===== src/rtl/smbhn_pkg.sv =====
package smbhn_pkg;

    localparam int ADDR_W      = 7;
    localparam int BYTE_W      = 8;
    localparam int WORD_BYTES  = 2;
    localparam int WORD_W      = BYTE_W * WORD_BYTES;
    // bytes after the address: sender id plus the word
    localparam int BODY_BYTES  = 1 + WORD_BYTES;
    localparam int IDX_W       = $clog2(BODY_BYTES + 1);

    typedef enum logic [2:0] {
        ST_IDLE,   // between messages
        ST_ADDR,   // waiting for the address byte
        ST_BODY,   // collecting body bytes
        ST_FULL,   // body complete, waiting for stop
        ST_SKIP    // not ours or malformed, ignore until next start
    } frame_st_t;

    typedef struct packed {
        logic [ADDR_W-1:0] addr;
        logic [WORD_W-1:0] word;
    } note_t;

    function automatic logic [BYTE_W-1:0] wr_addr_byte(input logic [ADDR_W-1:0] a);
        return {a, 1'b0};
    endfunction

endpackage


===== src/rtl/smbhn_frame_fsm.sv =====
module smbhn_frame_fsm
    import smbhn_pkg::*;
#(
    parameter logic [ADDR_W-1:0] HOST_ADDR = 7'h08
) (
    input  logic              clk,
    input  logic              rst,
    input  logic              ev_start,
    input  logic              ev_stop,
    input  logic              byte_vld,
    input  logic [BYTE_W-1:0] byte_dat,
    output logic              ack_o,
    output logic              store_en,
    output logic [IDX_W-1:0]  store_idx,
    output logic              commit
);

    frame_st_t        st_q, st_d;
    logic [IDX_W-1:0] idx_q, idx_d;
    logic             ack_d;

    always_comb begin
        st_d      = st_q;
        idx_d     = idx_q;
        ack_d     = 1'b0;
        store_en  = 1'b0;
        store_idx = idx_q;
        commit    = 1'b0;
        if (ev_start) begin
            st_d  = ST_ADDR;
            idx_d = '0;
        end else if (ev_stop) begin
            commit = (st_q == ST_FULL);
            st_d   = ST_IDLE;
            idx_d  = '0;
        end else if (byte_vld) begin
            unique case (st_q)
                ST_ADDR: begin
                    if (byte_dat == wr_addr_byte(HOST_ADDR)) begin
                        st_d  = ST_BODY;
                        ack_d = 1'b1;
                    end else begin
                        st_d  = ST_SKIP;
                    end
                end
                ST_BODY: begin
                    ack_d    = 1'b1;
                    store_en = 1'b1;
                    if (idx_q == IDX_W'(BODY_BYTES - 1)) begin
                        st_d = ST_FULL;
                    end else begin
                        idx_d = idx_q + 1'b1;
                    end
                end
                ST_FULL: st_d = ST_SKIP;
                default: st_d = st_q;
            endcase
        end
    end

    always_ff @(posedge clk) begin
        if (rst) begin
            st_q  <= ST_IDLE;
            idx_q <= '0;
            ack_o <= 1'b0;
        end else begin
            st_q  <= st_d;
            idx_q <= idx_d;
            ack_o <= ack_d;
        end
    end

    // an acknowledge only ever answers a byte event
    a_r3_ack_follows_byte: assert property (@(posedge clk) disable iff (rst)
        ack_o |-> $past(byte_vld));

    // bytes of a foreign or read message are never acknowledged
    a_r2_skip_silent: assert property (@(posedge clk) disable iff (rst)
        (st_q == ST_SKIP && byte_vld && !ev_start && !ev_stop) |=> !ack_o);

    // a byte beyond the body is refused
    a_r7_no_ack_when_full: assert property (@(posedge clk) disable iff (rst)
        (st_q == ST_FULL && byte_vld && !ev_start && !ev_stop) |=> !ack_o);

endmodule


===== src/rtl/smbhn_capture.sv =====
module smbhn_capture
    import smbhn_pkg::*;
(
    input  logic              clk,
    input  logic              rst,
    input  logic              store_en,
    input  logic [IDX_W-1:0]  store_idx,
    input  logic [BYTE_W-1:0] byte_dat,
    output note_t             staged
);

    logic [BYTE_W-1:0] slot_q [BODY_BYTES];

    for (genvar i = 0; i < BODY_BYTES; i++) begin : g_slot
        always_ff @(posedge clk) begin
            if (rst) begin
                slot_q[i] <= '0;
            end else if (store_en && store_idx == IDX_W'(i)) begin
                slot_q[i] <= byte_dat;
            end
        end
    end

    // sender address sits in bits 7:1 of the first body byte
    assign staged.addr = slot_q[0][BYTE_W-1:1];

    // word bytes arrive low first
    for (genvar k = 0; k < WORD_BYTES; k++) begin : g_word
        assign staged.word[k*BYTE_W +: BYTE_W] = slot_q[k+1];
    end

endmodule


===== src/rtl/smbhn_notify_out.sv =====
module smbhn_notify_out
    import smbhn_pkg::*;
(
    input  logic              clk,
    input  logic              rst,
    input  logic              commit,
    input  note_t             staged,
    input  logic              note_ack,
    output logic              note_valid,
    output logic [ADDR_W-1:0] note_addr,
    output logic [WORD_W-1:0] note_word,
    output logic              note_pending,
    output logic              note_overflow
);

    note_t held_q;

    always_ff @(posedge clk) begin
        if (rst) begin
            held_q        <= '0;
            note_valid    <= 1'b0;
            note_pending  <= 1'b0;
            note_overflow <= 1'b0;
        end else begin
            note_valid <= commit;
            if (commit) begin
                held_q       <= staged;
                note_pending <= 1'b1;
                if (note_pending && !note_ack) begin
                    note_overflow <= 1'b1;
                end
            end else if (note_ack) begin
                note_pending <= 1'b0;
            end
        end
    end

    assign note_addr = held_q.addr;
    assign note_word = held_q.word;

    // a pulse always comes with pending set
    a_r9_valid_sets_pending: assert property (@(posedge clk) disable iff (rst)
        note_valid |-> note_pending);

    // acknowledge without a new completion clears pending
    a_r9_ack_clears: assert property (@(posedge clk) disable iff (rst)
        (note_ack && !commit) |=> !note_pending);

    // overflow is sticky
    a_r10_ovf_sticky: assert property (@(posedge clk) disable iff (rst)
        note_overflow |=> note_overflow);

    // captured outputs move only with the pulse
    a_r5_hold_between: assert property (@(posedge clk) disable iff (rst)
        !note_valid |-> ($stable(note_addr) && $stable(note_word)));

endmodule


===== src/rtl/smbus_host_notify_rx.sv =====
module smbus_host_notify_rx
    import smbhn_pkg::*;
#(
    parameter logic [ADDR_W-1:0] HOST_ADDR = 7'h08
) (
    input  logic              clk,
    input  logic              rst,
    input  logic              ev_start,
    input  logic              ev_stop,
    input  logic              byte_vld,
    input  logic [BYTE_W-1:0] byte_dat,
    output logic              ack_o,
    input  logic              note_ack,
    output logic              note_valid,
    output logic [ADDR_W-1:0] note_addr,
    output logic [WORD_W-1:0] note_word,
    output logic              note_pending,
    output logic              note_overflow
);

    logic             store_en;
    logic [IDX_W-1:0] store_idx;
    logic             commit;
    note_t            staged;

    smbhn_frame_fsm #(.HOST_ADDR(HOST_ADDR)) fsm_i (
        .clk      (clk),
        .rst      (rst),
        .ev_start (ev_start),
        .ev_stop  (ev_stop),
        .byte_vld (byte_vld),
        .byte_dat (byte_dat),
        .ack_o    (ack_o),
        .store_en (store_en),
        .store_idx(store_idx),
        .commit   (commit)
    );

    smbhn_capture cap_i (
        .clk      (clk),
        .rst      (rst),
        .store_en (store_en),
        .store_idx(store_idx),
        .byte_dat (byte_dat),
        .staged   (staged)
    );

    smbhn_notify_out out_i (
        .clk          (clk),
        .rst          (rst),
        .commit       (commit),
        .staged       (staged),
        .note_ack     (note_ack),
        .note_valid   (note_valid),
        .note_addr    (note_addr),
        .note_word    (note_word),
        .note_pending (note_pending),
        .note_overflow(note_overflow)
    );

    // every pulse answers a stop in the previous cycle
    a_r5_valid_after_stop: assert property (@(posedge clk) disable iff (rst)
        note_valid |-> $past(ev_stop));

endmodule


===== config.mk =====
export PLATFORM = sky130hd
export DESIGN_NAME = smbus_host_notify_rx
export DESIGN_NICKNAME = d
export VERILOG_FILES = /design/src/rtl/smbhn_pkg.sv /design/src/rtl/smbhn_frame_fsm.sv /design/src/rtl/smbhn_capture.sv /design/src/rtl/smbhn_notify_out.sv /design/src/rtl/smbus_host_notify_rx.sv
export SDC_FILE = /design/constraint.sdc
export NUM_CORES = 1
export LEC_CHECK = 0
export BUFFER_PORTS_ARGS = -buffer_cell sky130_fd_sc_hd__clkbuf_2
export CAP_MARGIN = 0
export CORE_ASPECT_RATIO = 1.5
export CORE_UTILIZATION = 35
export DETAILED_ROUTE_END_ITERATION = 10
export PLACE_DENSITY = 0.62
export SYNTH_ARGS = -nofsm -noshare
export SYNTH_HDL_FRONTEND = slang
export SYNTH_SLANG_ARGS = --single-unit

===== constraint.sdc =====
create_clock -name clk -period 1.4 [get_ports clk]
set_clock_uncertainty 0.05 [all_clocks]
set_input_delay 0.28 -clock clk [delete_from_list [all_inputs] [get_ports clk]]
set_output_delay 0.28 -clock clk [all_outputs]
set_load 0.01 [all_outputs]

### After elaboration in Yosys (flattened, before gate mapping)

Memories as Yosys holds them, arrays and structs flattened. A register that Yosys moved wholly into a read port is not among the register bits.
Index checks and enable logic that the tools add are counted.

* bits in registers: 9
* RAM bits: 24
* bits of input ports: 14
* output and inout port bits: 27
* word-level logic and storage cells: 68
* memories: 1

Memories
* cap_i.slot_q: depth 3, bits a word 8, read ports 3, clocked after memory_dff 3, wr ports 3, line smbhn_capture.sv:12 `logic [BYTE_W-1:0] slot_q [BODY_BYTES];`

* add/subtract/negate cells: 1
* eq/ne operators: 8
* multiplexer cells: 30
* bitwise gates (word level): 5
* reduce and logical (&&, ||, !) cells: 16

Operators with widths (count)
* 2-to-1 mux 8 bit: 3
* 2-to-1 mux 1 bit: 23
* case mux 3 bit (3 select lines): 1
* AND reduction 3 bit: 3
* equality test 8 x 5 -> 1 bit (second input constant): 1
* equality test 3 x 2 -> 1 bit (second input constant): 2
* 2-to-1 mux 3 bit: 2
* nonzero test 3 bit: 2
* nonzero test 5 bit: 1
* logical AND 1 bit: 4
* != test 4 x 3 -> 1 bit (second input constant): 1
* OR reduction 4 bit: 1
* equality test 3 x 1 -> 1 bit (second input constant): 1
* bitwise OR 1 bit: 3
* OR reduction 3 bit: 1
* adder 2 x 1 -> 2 bit (second input constant): 1
* equality test 2 x 1 -> 1 bit (second input constant): 1
* equality test 2 bit (second input constant): 1
* logical NOT 2 bit: 1
* != test 2 x 1 -> 1 bit (second input constant): 1
* inverter 1 bit: 2
* case mux 1 bit (2 select lines): 1
* AND reduction 2 bit: 1
* nonzero test 2 bit: 1
* logical NOT 1 bit: 1

### Depth between registers and ports, before layout

Gate-level depths: netlist (run 1).

* depth after elaboration: 10
* gate-level depth with buffers: 6
* gate-level depth less buffers: 5

### Cells and area by module

From an unflattened synthesis (run 1), not the netlist that was laid out.

* cell total of the unflattened synthesis: 186
* area, all modules: 2282.2 sq um

By module, submodules not included
* smbhn_capture: instances 1, cells each 66, area an instance 1027.2 sq um, sequential area each 690.7 sq um
* smbhn_notify_out: instances 1, cells each 84, area an instance 935.9 sq um, sequential area each 520.5 sq um
* smbhn_frame_fsm: instances 1, cells each 36, area an instance 319.1 sq um, sequential area each 120.1 sq um

### Worst setup path after synthesis (run 1)

Ideal clock, no wire load.

* kind: register -> register
* start: register fsm_i.st_q[0]
* end: memory cap_i.slot_q[1][0], enable pin
* library setup time: 326 ps
* arrival: 1161 ps
* data required time: 1024 ps
* setup slack: -136 ps
* stages on the path, launching flop included: 5
* buffers on the path: 1
* period minus slack after synthesis: 1536 ps
* cell sequence: dfxtp_1 buf_6 nand4bb_4 nor2_1 a21o_1

RTL lines
* start, declared: line smbhn_frame_fsm.sv:18 `frame_st_t st_q, st_d;`
* start signal, assigned: line smbhn_frame_fsm.sv:67 `st_q <= st_d;`
* end, declared: line smbhn_capture.sv:12

==> results of run 1 <==
[worst min-delay path by stage]
stage | end | slack [ns] | depth (start not counted)
after global routing | out_i.note_pending$_SDFFE_PP0P_ | 0.22 | 3
after CTS | out_i.note_pending$_SDFFE_PP0P_ | 0.23 | 3
after detailed placement | out_i.note_overflow$_SDFFE_PP0P_ | 0.40 | 2
after floorplan | fsm_i.ack_o$_SDFF_PP0_ | 0.39 | 2
after global placement | out_i.note_overflow$_SDFFE_PP0P_ | 0.40 | 2
final | out_i.note_pending$_SDFFE_PP0P_ | 0.23 | 3
[cell usage in the layout, fill, tap and decap left out, types with 2 or more instances in the layout]
master	count
and2_1	22
nand3_1	3
edfxtp_1	23
inv_1	3
dfxtp_1	27
nand3b_1	24
o21ai_0	11
clkbuf_8	5
clkbuf_2	40
nand2b_1	3
and4bb_2	2
nor4_4	2
dfxtp_2	5
buf_12	4
buf_4	23
clkbuf_16	2
o21ai_1	14
a21o_1	2
a21oi_1	28
inv_2	3
ha_2	2
nor2_1	3
or3_1	2
[power breakdown]
part | internal [mW] | total (mW) | switching (mW)
Combinational | 0.0743 | 0.170 | 0.0954
Clock | 0.543 | 1.08 | 0.535
Sequential | 1.69 | 1.69 | 0.00649
Total | 2.30 | 2.94 | 0.637
[registers in the layout, indices dropped and copies added (netlist names)]
| signal | count |
|---|---|
| cap_i.slot_q | 23 |
| note_addr | 7 |
| fsm_i.st_q | 3 |
| fsm_i.store_idx | 2 |
| out_i.note_overflow | 1 |
| out_i.note_pending | 1 |
| out_i.note_valid | 1 |
| note_word | 16 |
| fsm_i.ack_o | 1 |
[layout make-up]
type                       instances  area (um^2)  share of cell area (%)
multi-input combinational        137          973                    31.8
clock buffer                       5         68.8                    2.25
inverter                           6         22.5                   0.736
tap                               76         95.1                    3.11
timing repair buffer              70          514                    16.8
sequential                        55         1340                    43.7
clock inverter                     3         47.5                    1.55
[logic make-up after synthesis]
group / Yosys count / share of synthesized area (%)
AOI/OAI and AO/OA: 60 / 13.3
adders and majority gates: 3 / 1.58
buffers and inverters: 21 / 4.49
DFF: 55 / 56.2
and+or+nand+nor: 74 / 24.4
[metrics by stage]
step                instances  setup TNS, ns  util (%)  hold slack, ns
CTS                       350         -0.258      45.3           0.225
detailed placement        341          -5.48      43.3           0.399
finish                    352         -0.151      46.8           0.233
global route              352          -1.52      46.8           0.223
global placement          341          -4.61      43.3           0.397
floorplan                 213          -1.88         -           0.389
[critical path, delay by kind of cell (launching register included)]
family | cells | cell delay [ns]
flip-flops | 1 | 0.33
buffers and inverters | 2 | 0.36
AND/OR/NAND/NOR | 3 | 0.57
[per-layer routing]
layer / vias to the layer above / part of all wire (%) / global-route usage, %
met2: 45 / 50 / 24.1
met1: 798 / 41 / 14.4
met4: 0 / 4.5 / 9.11
met3: 16 / 3.9 / 3.03
met5: - / 0 / 0
li1: 892 / - / -
[what timing repair did]
action                                  4_1_cts  5_1_grt
gates resized for setup                       6       29
pin swaps                                     0        4
endpoints found under the setup margin       24       60
gates cloned                                  0        2
setup buffers                                 1        0
==> out/results.tsv, run 1 <==
metric	value	unit
run_status	complete, but fails checks	
violations	negative setup slack	
synthDistinctLibCells	33	
yosys.area.top_type_share	29.2	%
rows	36	
antenna_found_initial	0	
ys_ff_latch	55	
ant_nets	0	
cts_buffer_depth	2	
finalHoldViolations	0	
yosysMostFrequentCell	dfxtp_1	
synth_commonest_cells	dfxtp_1, a21oi_1, o21ai_0, nand3b_1	
io_buffers	40	
vias_per_cell	4.97	
dp_hpwl	3590	um
wire_per_inst	14.4	um
core_area	6530	um^2
slowest_delay	0.33	ns
clock_latency	0.30	ns
wirelength	5080	um
vias	1751	
crit_type	reg -> reg	
htreeDepth	2	
r2r_slack	-0.03	ns
power_density	961	nW/um^2
rr_startpoint	fsm_i.st_q[0]$_SDFFE_PP0P_	
hp-start	note_ack	
drtPass1Iterations	5	
cap_violations	0	
cts-root-buf	clkbuf_8	
yosys.area.top_type	edfxtp_1	
slowest_stage	dfxtp_2	
power.total	2.94	mW
clock.fmax	701	MHz
finalWeightedCongestion	0.778	
fillerInstances	600	
worst_setup_path_end_kind	flip-flop	
drive_gt1_share	36.6	%
final_nets	292	
n_antenna_cell	0	
hold_path.class	in -> reg	
design_area	3060	um^2
cp-endpoint	cap_i.slot_q[2][5]$_SDFFCE_PN0P_	
timing.rr.end	cap_i.slot_q[2][5]$_SDFFCE_PN0P_	
cts_tree	done	
cts_buffers	5	
synth.net_count	230	
synthArstFlopShare	0	%
drtIter0Drc	89	
grtUsageTotal	13.6	%
slew_violations	0	
die_x	69.2	um
setup_ws	-0.0269	ns
crit_arrival	1.56	ns
dpl_cell_area	2830	um^2
ys_seq_area_share	56.2	%
grt_pass1_vias	1617	
yosys-top-cells-area	edfxtp_1, dfxtp_1, nand3b_1, a21oi_1, and2_1	
grt_first_pass_wirelength	7500	um
crit_required	1.53	ns
setup_viol_count_final	8	
syn_area	2370	um^2
crit_chain	nand4bb_4 -> buf_6 -> nor4_4 -> buf_4 -> and2_4	
ctsHoldBuffers	0	
initial_core_util	36.3	%
ioPinCount	41	
rr_worst_depth	5	
slew-limit-headroom	71.8	%
clk_pin_slew	0.10	ns
dp_slack	-0.199	ns
rsz0062_at_grt	yes	
postSynthCellCount	213	
clock_sink_count	55	
startpoint	fsm_i.st_q[0]$_SDFFE_PP0P_	
worst_pin_slew	0.417	ns
syn_area_per_cell	11.1	um^2
peakVddDrop	0.000513	V
yosysWarningCount	0	
synth_ff_type	dfxtp_1	
grt_max_degree	48	
area_delta_synth_final	29.2	%
critPathLaunchType	flip-flop	
gr-total-overflow	0	
fin_crit	1.43	ns
drc	0	
crit_fanout	8	
leakage	1.19	nW
synth_edf_count	23	
die_h	103	um
min_period_over_period	102	%
die_area	7110	um^2
Note: power is estimated with default switching activity, not from simulation.
==> run 2, diff against run 1 <==
ABC_AREA = 1   (was not set)
PLACE_DENSITY = not set   (was 0.62)
==> run 2 against run 1 <==
The flow now finishes without violations; non-clock buffer count is 9 lower; worst setup slack better by 0.065 ns; combinational power is 3% lower; utilization is 0.62 points higher; highest routed layer unchanged; register-to-register slack better by 0.07 ns; design area is 8.9% lower; count of clock-buffer cells in the layout is 1 higher; die area is 8.7% lower; largest cell class unchanged; maximum frequency is 4.8% higher; first-iteration DRC count is 55% lower.
==> out/results.tsv, run 2 <==
metric	value	unit	change
crit_type	reg -> reg		unchanged
drtIter0Drc	40		was 89
cts_buffers	5		unchanged
core_area	5870	um^2	was 6530 um^2
rsz0062_at_grt	yes		unchanged
syn_area_per_cell	9.18	um^2	was 11.1 um^2
synthArstFlopShare	0	%	unchanged
min_period_over_period	97.3	%	was 102%
synth_edf_count	23		unchanged
n_antenna_cell	0		unchanged
syn_area	2160	um^2	was 2370 um^2
wirelength	4260	um	was 5080 um
grtUsageTotal	14.0	%	was 13.6%
clk_pin_slew	0.10	ns	about the same
synthDistinctLibCells	20		was 33
area_delta_synth_final	29.1	%	was 29.2%
final_nets	313		was 292
finalHoldViolations	0		unchanged
yosys.area.top_type	edfxtp_1		unchanged
yosys.area.top_type_share	32.0	%	was 29.2%
io_buffers	40		unchanged
ant_nets	0		unchanged
regArea	1340	um^2	about the same
leakage	1.18	nW	was 1.19 nW
finalWeightedCongestion	0.810		was 0.778
rows	34		was 36
power_density	998	nW/um^2	was 961 nW/um^2
dpl_cell_area	2600	um^2	was 2830 um^2
rr_worst_depth	8		was 5
placed_cells	358		was 341
yosysWarningCount	0		unchanged
ctsHoldBuffers	0		unchanged
die_h	98.2	um	was 103 um
cts-root-buf	clkbuf_8		unchanged
cts_tree	done		unchanged
worst_pin_slew	0.214	ns	was 0.417 ns
drc	0		unchanged
yosys-top-cells-area	edfxtp_1, dfxtp_1, nor2_1, o21ai_0, nand2_1		was edfxtp_1, dfxtp_1, nand3b_1, a21oi_1, and2_1
fillerInstances	599		was 600
setup_ws	0.0384	ns	was -0.0269 ns
final_core_util	47.5	%	was 46.8%
dp_hpwl	3130	um	was 3590 um
ys_seq_area_share	61.7	%	was 56.2%
cts_buffer_depth	2		unchanged
run_status	finished, final reports clean		was complete, but fails checks
slew-limit-headroom	85.7	%	was 71.8%
postSynthCellCount	235		was 213
clock_sink_count	55		unchanged
stdcell_count	369		was 352
mostFrequentLayoutCell	nor2_1		was clkbuf_2
grt_first_pass_wirelength	6900	um	was 7500 um
crit_required	1.60	ns	was 1.53 ns
largest_reg_flops	23		unchanged
peakVddDrop	0.000501	V	was 0.000513 V
slew_violations	0		unchanged
die_x	66.1	um	was 69.2 um
final_cell_mix	nor2_1, clkbuf_2, dfxtp_1, o21ai_0, edfxtp_1		was clkbuf_2, a21oi_1, dfxtp_1, nand3b_1
drive_gt1_share	30.3	%	was 36.6%
grt_pass1_vias	1570		was 1617
drtPass1Iterations	4		was 5
synth_ff_type	dfxtp_1		unchanged
setup_viol_count_final	0		was 8
vias_per_cell	4.42		was 4.97
htreeDepth	2		unchanged
ioPinCount	41		unchanged
worst_setup_path_end_kind	flip-flop		unchanged
largest-register	cap_i.slot_q		unchanged
min_path_cells	2		was 3
cap_violations	0		unchanged
design_area	2790	um^2	was 3060 um^2
initial_core_util	36.8	%	was 36.3%
antenna_found_initial	0		unchanged
yosysMostFrequentCell	nor2_1		was dfxtp_1
gr-total-overflow	0		unchanged
vias	1631		was 1751
critPathLaunchType	flip-flop		unchanged
die_area	6490	um^2	was 7110 um^2
fin_crit	1.36	ns	was 1.43 ns
synth.net_count	252		was 230
hold_path.class	in -> reg		unchanged
multi_input_area	754	um^2	was 973 um^2
wire_per_inst	11.5	um	was 14.4 um
synth_commonest_cells	nor2_1, dfxtp_1, o21ai_0, nand2_1, edfxtp_1		was dfxtp_1, a21oi_1, o21ai_0, nand3b_1
grt_max_degree	32		was 48
crit_fanout	27		was 8
crit_arrival	1.56	ns	about the same
dp_slack	-0.118	ns	was -0.199 ns
clock.fmax	734	MHz	was 701 MHz
clock_latency	0.30	ns	about the same
ys_ff_latch	55		unchanged
## run 2: cell count changes after synthesis, moves of 6 or more
cell      previous run  this run
clkbuf_1            10         4
inv_1                6        21
nand3b_1            24         1
a21oi_1             29         3
nor2_1               4        82
and2_1              23         0
nand2_1              0        24
## run 2: power breakdown
group / leakage (nW) / switching (mW) / total, mW / internal [mW]
Clock: 0.0517 / 0.512 / 0.918 / 0.406
Combinational: 0.635 / 0.0980 / 0.165 / 0.0674
Sequential: 0.496 / 0.00800 / 1.70 / 1.69
## run 2: area by class of cell
class	count	area share [%]
repair buffers	61	15.1
multi-input cells	150	27.1
clock buffers	6	2.96
well taps	72	3.23
clock inverters	2	0.539
flip-flops and latches	55	47.9
inverters	23	3.19
## run 2: critical path, cell delays in order (launching register included)
cell and delay, ns:
dfxtp_4 0.38, inv_2 0.04, nor3_2 0.17, nand2_1 0.11, buf_12 0.17, inv_4 0.08, clkbuf_16 0.15, nor2_1 0.04
nor2_1 0.10
## run 2: routing by layer
metal	wire length (um)	up-vias	track usage [%]	part of all wire, %
met5	0	-	0	0
met4	84	0	5.89	2.0
met3	157	7	2.80	3.7
met1	1590	723	14.2	37
met2	2430	32	26.6	57
li1	-	869	-	-
## run 2: logic make-up (layout without fill, tap and decap cells)
kind of cell               after synthesis  in the layout  share of synthesized area (%)
buffers and inverters                   30             92                           5.91
DFF                                     55             55                           61.7
and+or+nand+nor                        117            117                           23.7
AOI/OAI and AO/OA                       30             30                           7.01
adders and majority gates                3              3                           1.74
## run 2: metrics by stage
stage               TNS (ns)  hold slack (ns)  total power, mW
floorplan              -1.30            0.302             1.82
global placement       -3.19            0.397             1.90
detailed placement     -4.02            0.403             1.90
CTS                        0            0.149             2.81
global route          -0.470            0.146             2.90
finish                     0            0.143             2.78
## run 2: repair_timing
| action | 4_1_cts | 5_1_grt |
|---|---|---|
| setup buffers | 0 | 2 |
| setup endpoints to repair | 51 | 56 |
| resized for setup | 1 | 12 |
| pin swaps | 1 | 2 |
| cloned | 0 | 1 |
## run 2: final timing paths
path | start | endpoint | slack (ns)
setup reg to reg | fsm_i.st_q[1]$_SDFFE_PP0P_ | note_word[1]$_SDFFE_PP0P_ | 0.04
setup / recovery | fsm_i.st_q[1]$_SDFFE_PP0P_ | note_word[1]$_SDFFE_PP0P_ | 0.04
hold reg to reg | out_i.note_overflow$_SDFFE_PP0P_ | out_i.note_overflow$_SDFFE_PP0P_ | 0.42
hold / removal | rst | out_i.note_valid$_SDFF_PP0_ | 0.14
==> run 3, diff against run 2 <==
CORE_UTILIZATION = 39   (was 35)
==> run 3 against run 2 <==
Sequential power hardly changed; sequential cell count stayed put; non-clock buffer count is 4 lower; critical path type unchanged; sequential share of layout area is 0.11 points higher; final cell count is 2.2% lower; highest routed layer unchanged; count of clock-buffer cells in the layout is 1 lower; routed wire length is 1.5% lower.
==> out/results.tsv, run 3 (synthesis results as in run 2) <==
metric	value	unit	change
timing.rr.end	cap_i.slot_q[2][3]$_SDFFCE_PN0P_		was note_word[1]$_SDFFE_PP0P_
crit_fanout	8		was 27
top_layer	met4		unchanged
crit_type	reg -> reg		unchanged
die_h	93.1	um	was 98.2 um
design_area	2780	um^2	was 2790 um^2
post_cts_buffers	0		unchanged
worst_pin_slew	0.218	ns	was 0.214 ns
crit_required	1.37	ns	was 1.60 ns
grt_pass1_vias	1418		was 1570
dp_hpwl	3010	um	was 3130 um
run_status	finished, final reports clean		unchanged
die_x	62.7	um	was 66.1 um
slowest_delay	0.35	ns	was 0.38 ns
hold_end	out_i.note_valid$_SDFF_PP0_		unchanged
die_area	5840	um^2	was 6490 um^2
worst_setup_path_end_kind	flip-flop		unchanged
cp_num_buf_inv	1		was 4
clock_latency	0.30	ns	about the same
largest_reg_flops	23		unchanged
rr_startpoint	fsm_i.st_q[0]$_SDFFE_PP0P_		was fsm_i.st_q[1]$_SDFFE_PP0P_
grt_max_degree	32		unchanged
slowest_stage	dfxtp_1		was dfxtp_4
finalHoldViolations	0		unchanged
leakage	1.19	nW	was 1.18 nW
ioPinCount	41		unchanged
power_density	986	nW/um^2	was 998 nW/um^2
fin_crit	1.33	ns	was 1.36 ns
cap_violations	0		unchanged
hp-start	rst		unchanged
dpl_cell_area	2570	um^2	was 2600 um^2
ctsHoldBuffers	0		unchanged
grt_first_pass_wirelength	6440	um	was 6900 um
area_delta_synth_final	28.8	%	was 29.1%
vias	1626		was 1631
wirelength	4190	um	was 4260 um
setup_viol_count_final	0		unchanged
grtUsageTotal	14.4	%	was 14.0%
initial_core_util	41.1	%	was 36.8%
slew-limit-headroom	85.4	%	was 85.7%
crit_arrival	1.30	ns	was 1.56 ns
clock.fmax	752	MHz	was 734 MHz
gr-total-overflow	0		unchanged
io_buffers	40		unchanged
largest-register	cap_i.slot_q		unchanged
crit_chain	inv_2 -> nand3_2 -> nor3_4 -> nand2_1 -> nand2_4		was inv_2 -> nor3_2 -> nand2_1 -> buf_12 -> inv_4 -> clkbuf_16 -> nor2_1 -> nor2_1
r2r_slack	0.07	ns	was 0.04 ns
hold_path.class	in -> reg		unchanged
min_period_over_period	94.9	%	was 97.3%
slew_violations	0		unchanged
crit_family	simple AND/OR/NAND/NOR gates		was buffers and inverters
final_core_util	53.0	%	was 47.5%
mostFrequentLayoutCell	nor2_1		unchanged
min_path_cells	2		unchanged
final_nets	309		was 313
rows	32		was 34
wl_met3	118	um	was 157 um
antenna_found_initial	0		unchanged
wl_met1	1680	um	was 1590 um
critPathLaunchType	flip-flop		unchanged
drc	0		unchanged
cts_tree	done		unchanged
drtPass1Iterations	3		was 4
peakVddDrop	0.000695	V	was 0.000501 V
finalWeightedCongestion	0.784		was 0.810
htreeDepth	2		unchanged
clk_pin_slew	0.09	ns	was 0.10 ns
ant_nets	0		unchanged
drive_gt1_share	29.4	%	was 30.3%
n_antenna_cell	0		unchanged
vias_per_cell	4.50		was 4.42
fillerInstances	515		was 599
cts_buffer_depth	2		unchanged
dr_wl_met2	2330	um	was 2430 um
drtIter0Drc	41		was 40
clock_sink_count	55		unchanged
core_area	5250	um^2	was 5870 um^2
wire_per_inst	11.6	um	was 11.5 um
cts_buffers	5		unchanged
cts-root-buf	clkbuf_8		unchanged
final_cell_mix	nor2_1, clkbuf_2, dfxtp_1, o21ai_0, edfxtp_1		unchanged
rr_worst_depth	5		was 8
[run 3: report_power, final]
group,internal (mW),total (mW),leakage (nW),switching [mW]
Sequential,1.69,1.70,0.496,0.00909
Clock,0.360,0.885,0.0485,0.525
Combinational,0.0622,0.159,0.644,0.0972
Total,2.11,2.74,1.19,0.631
[run 3: routing by layer]
| layer | global-route usage (%) | vias up |
|---|---|---|
| met2 | 26.6 | 27 |
| met4 | 5.81 | 0 |
| li1 | - | 863 |
| met3 | 3.41 | 6 |
| met1 | 15.5 | 730 |
| met5 | 0 | - |
[run 3: what timing repair did]
| action | 4_1_cts | 5_1_grt |
|---|---|---|
| hold endpoints to repair | 0 | 0 |
| setup endpoints to repair | 0 | 54 |
| resized for setup | 0 | 13 |
[run 3: layout make-up]
cell class / instances / area, um^2 / share of cell area [%]
Multi-Input combinational cell: 150 / 758 / 27.3
Sequential cell: 55 / 1340 / 48.0
Clock inverter: 3 / 22.5 / 0.810
Tap cell: 68 / 85.1 / 3.06
Timing Repair Buffer: 57 / 422 / 15.2
Clock buffer: 5 / 68.8 / 2.48
Inverter: 23 / 88.8 / 3.20
[run 3: worst register-to-register path, cell delays in order, from the launching register on]
cell and delay, ns:
dfxtp_1 0.35, inv_2 0.09, nand3_2 0.11, nor3_4 0.20
nand2_1 0.13, nand2_4 0.13
[run 3: through the flow]
stage               total power, mW  TNS [ns]  std cells  hold WS (ns)  setup WS, ns
floorplan                      1.82     -1.30        235         0.302       -0.0603
global placement               1.89    -0.206        350         0.396       -0.0403
detailed placement             1.89    -0.578        350         0.405       -0.0456
CTS                            2.76         0        358         0.145       0.00609
global route                   2.86    -0.127        361         0.170       -0.0275
finish                         2.74         0        361         0.156        0.0711
[run 3: how the worst max path moves through the flow]
stage	from	endpoint	depth (start not counted)
5_1_grt	fsm_i.st_q[0]$_SDFFE_PP0P_	note_word[0]$_SDFFE_PP0P_	8
3_5_place_dp	ev_stop	cap_i.slot_q[0][5]$_SDFFCE_PN0P_	6
4_1_cts	fsm_i.st_q[0]$_SDFFE_PP0P_	cap_i.slot_q[0][5]$_SDFFCE_PN0P_	6
6_report	fsm_i.st_q[0]$_SDFFE_PP0P_	cap_i.slot_q[2][3]$_SDFFCE_PN0P_	5
2_1_floorplan	ev_stop	cap_i.slot_q[1][0]$_SDFFCE_PN0P_	4
3_3_place_gp	ev_stop	cap_i.slot_q[0][5]$_SDFFCE_PN0P_	6
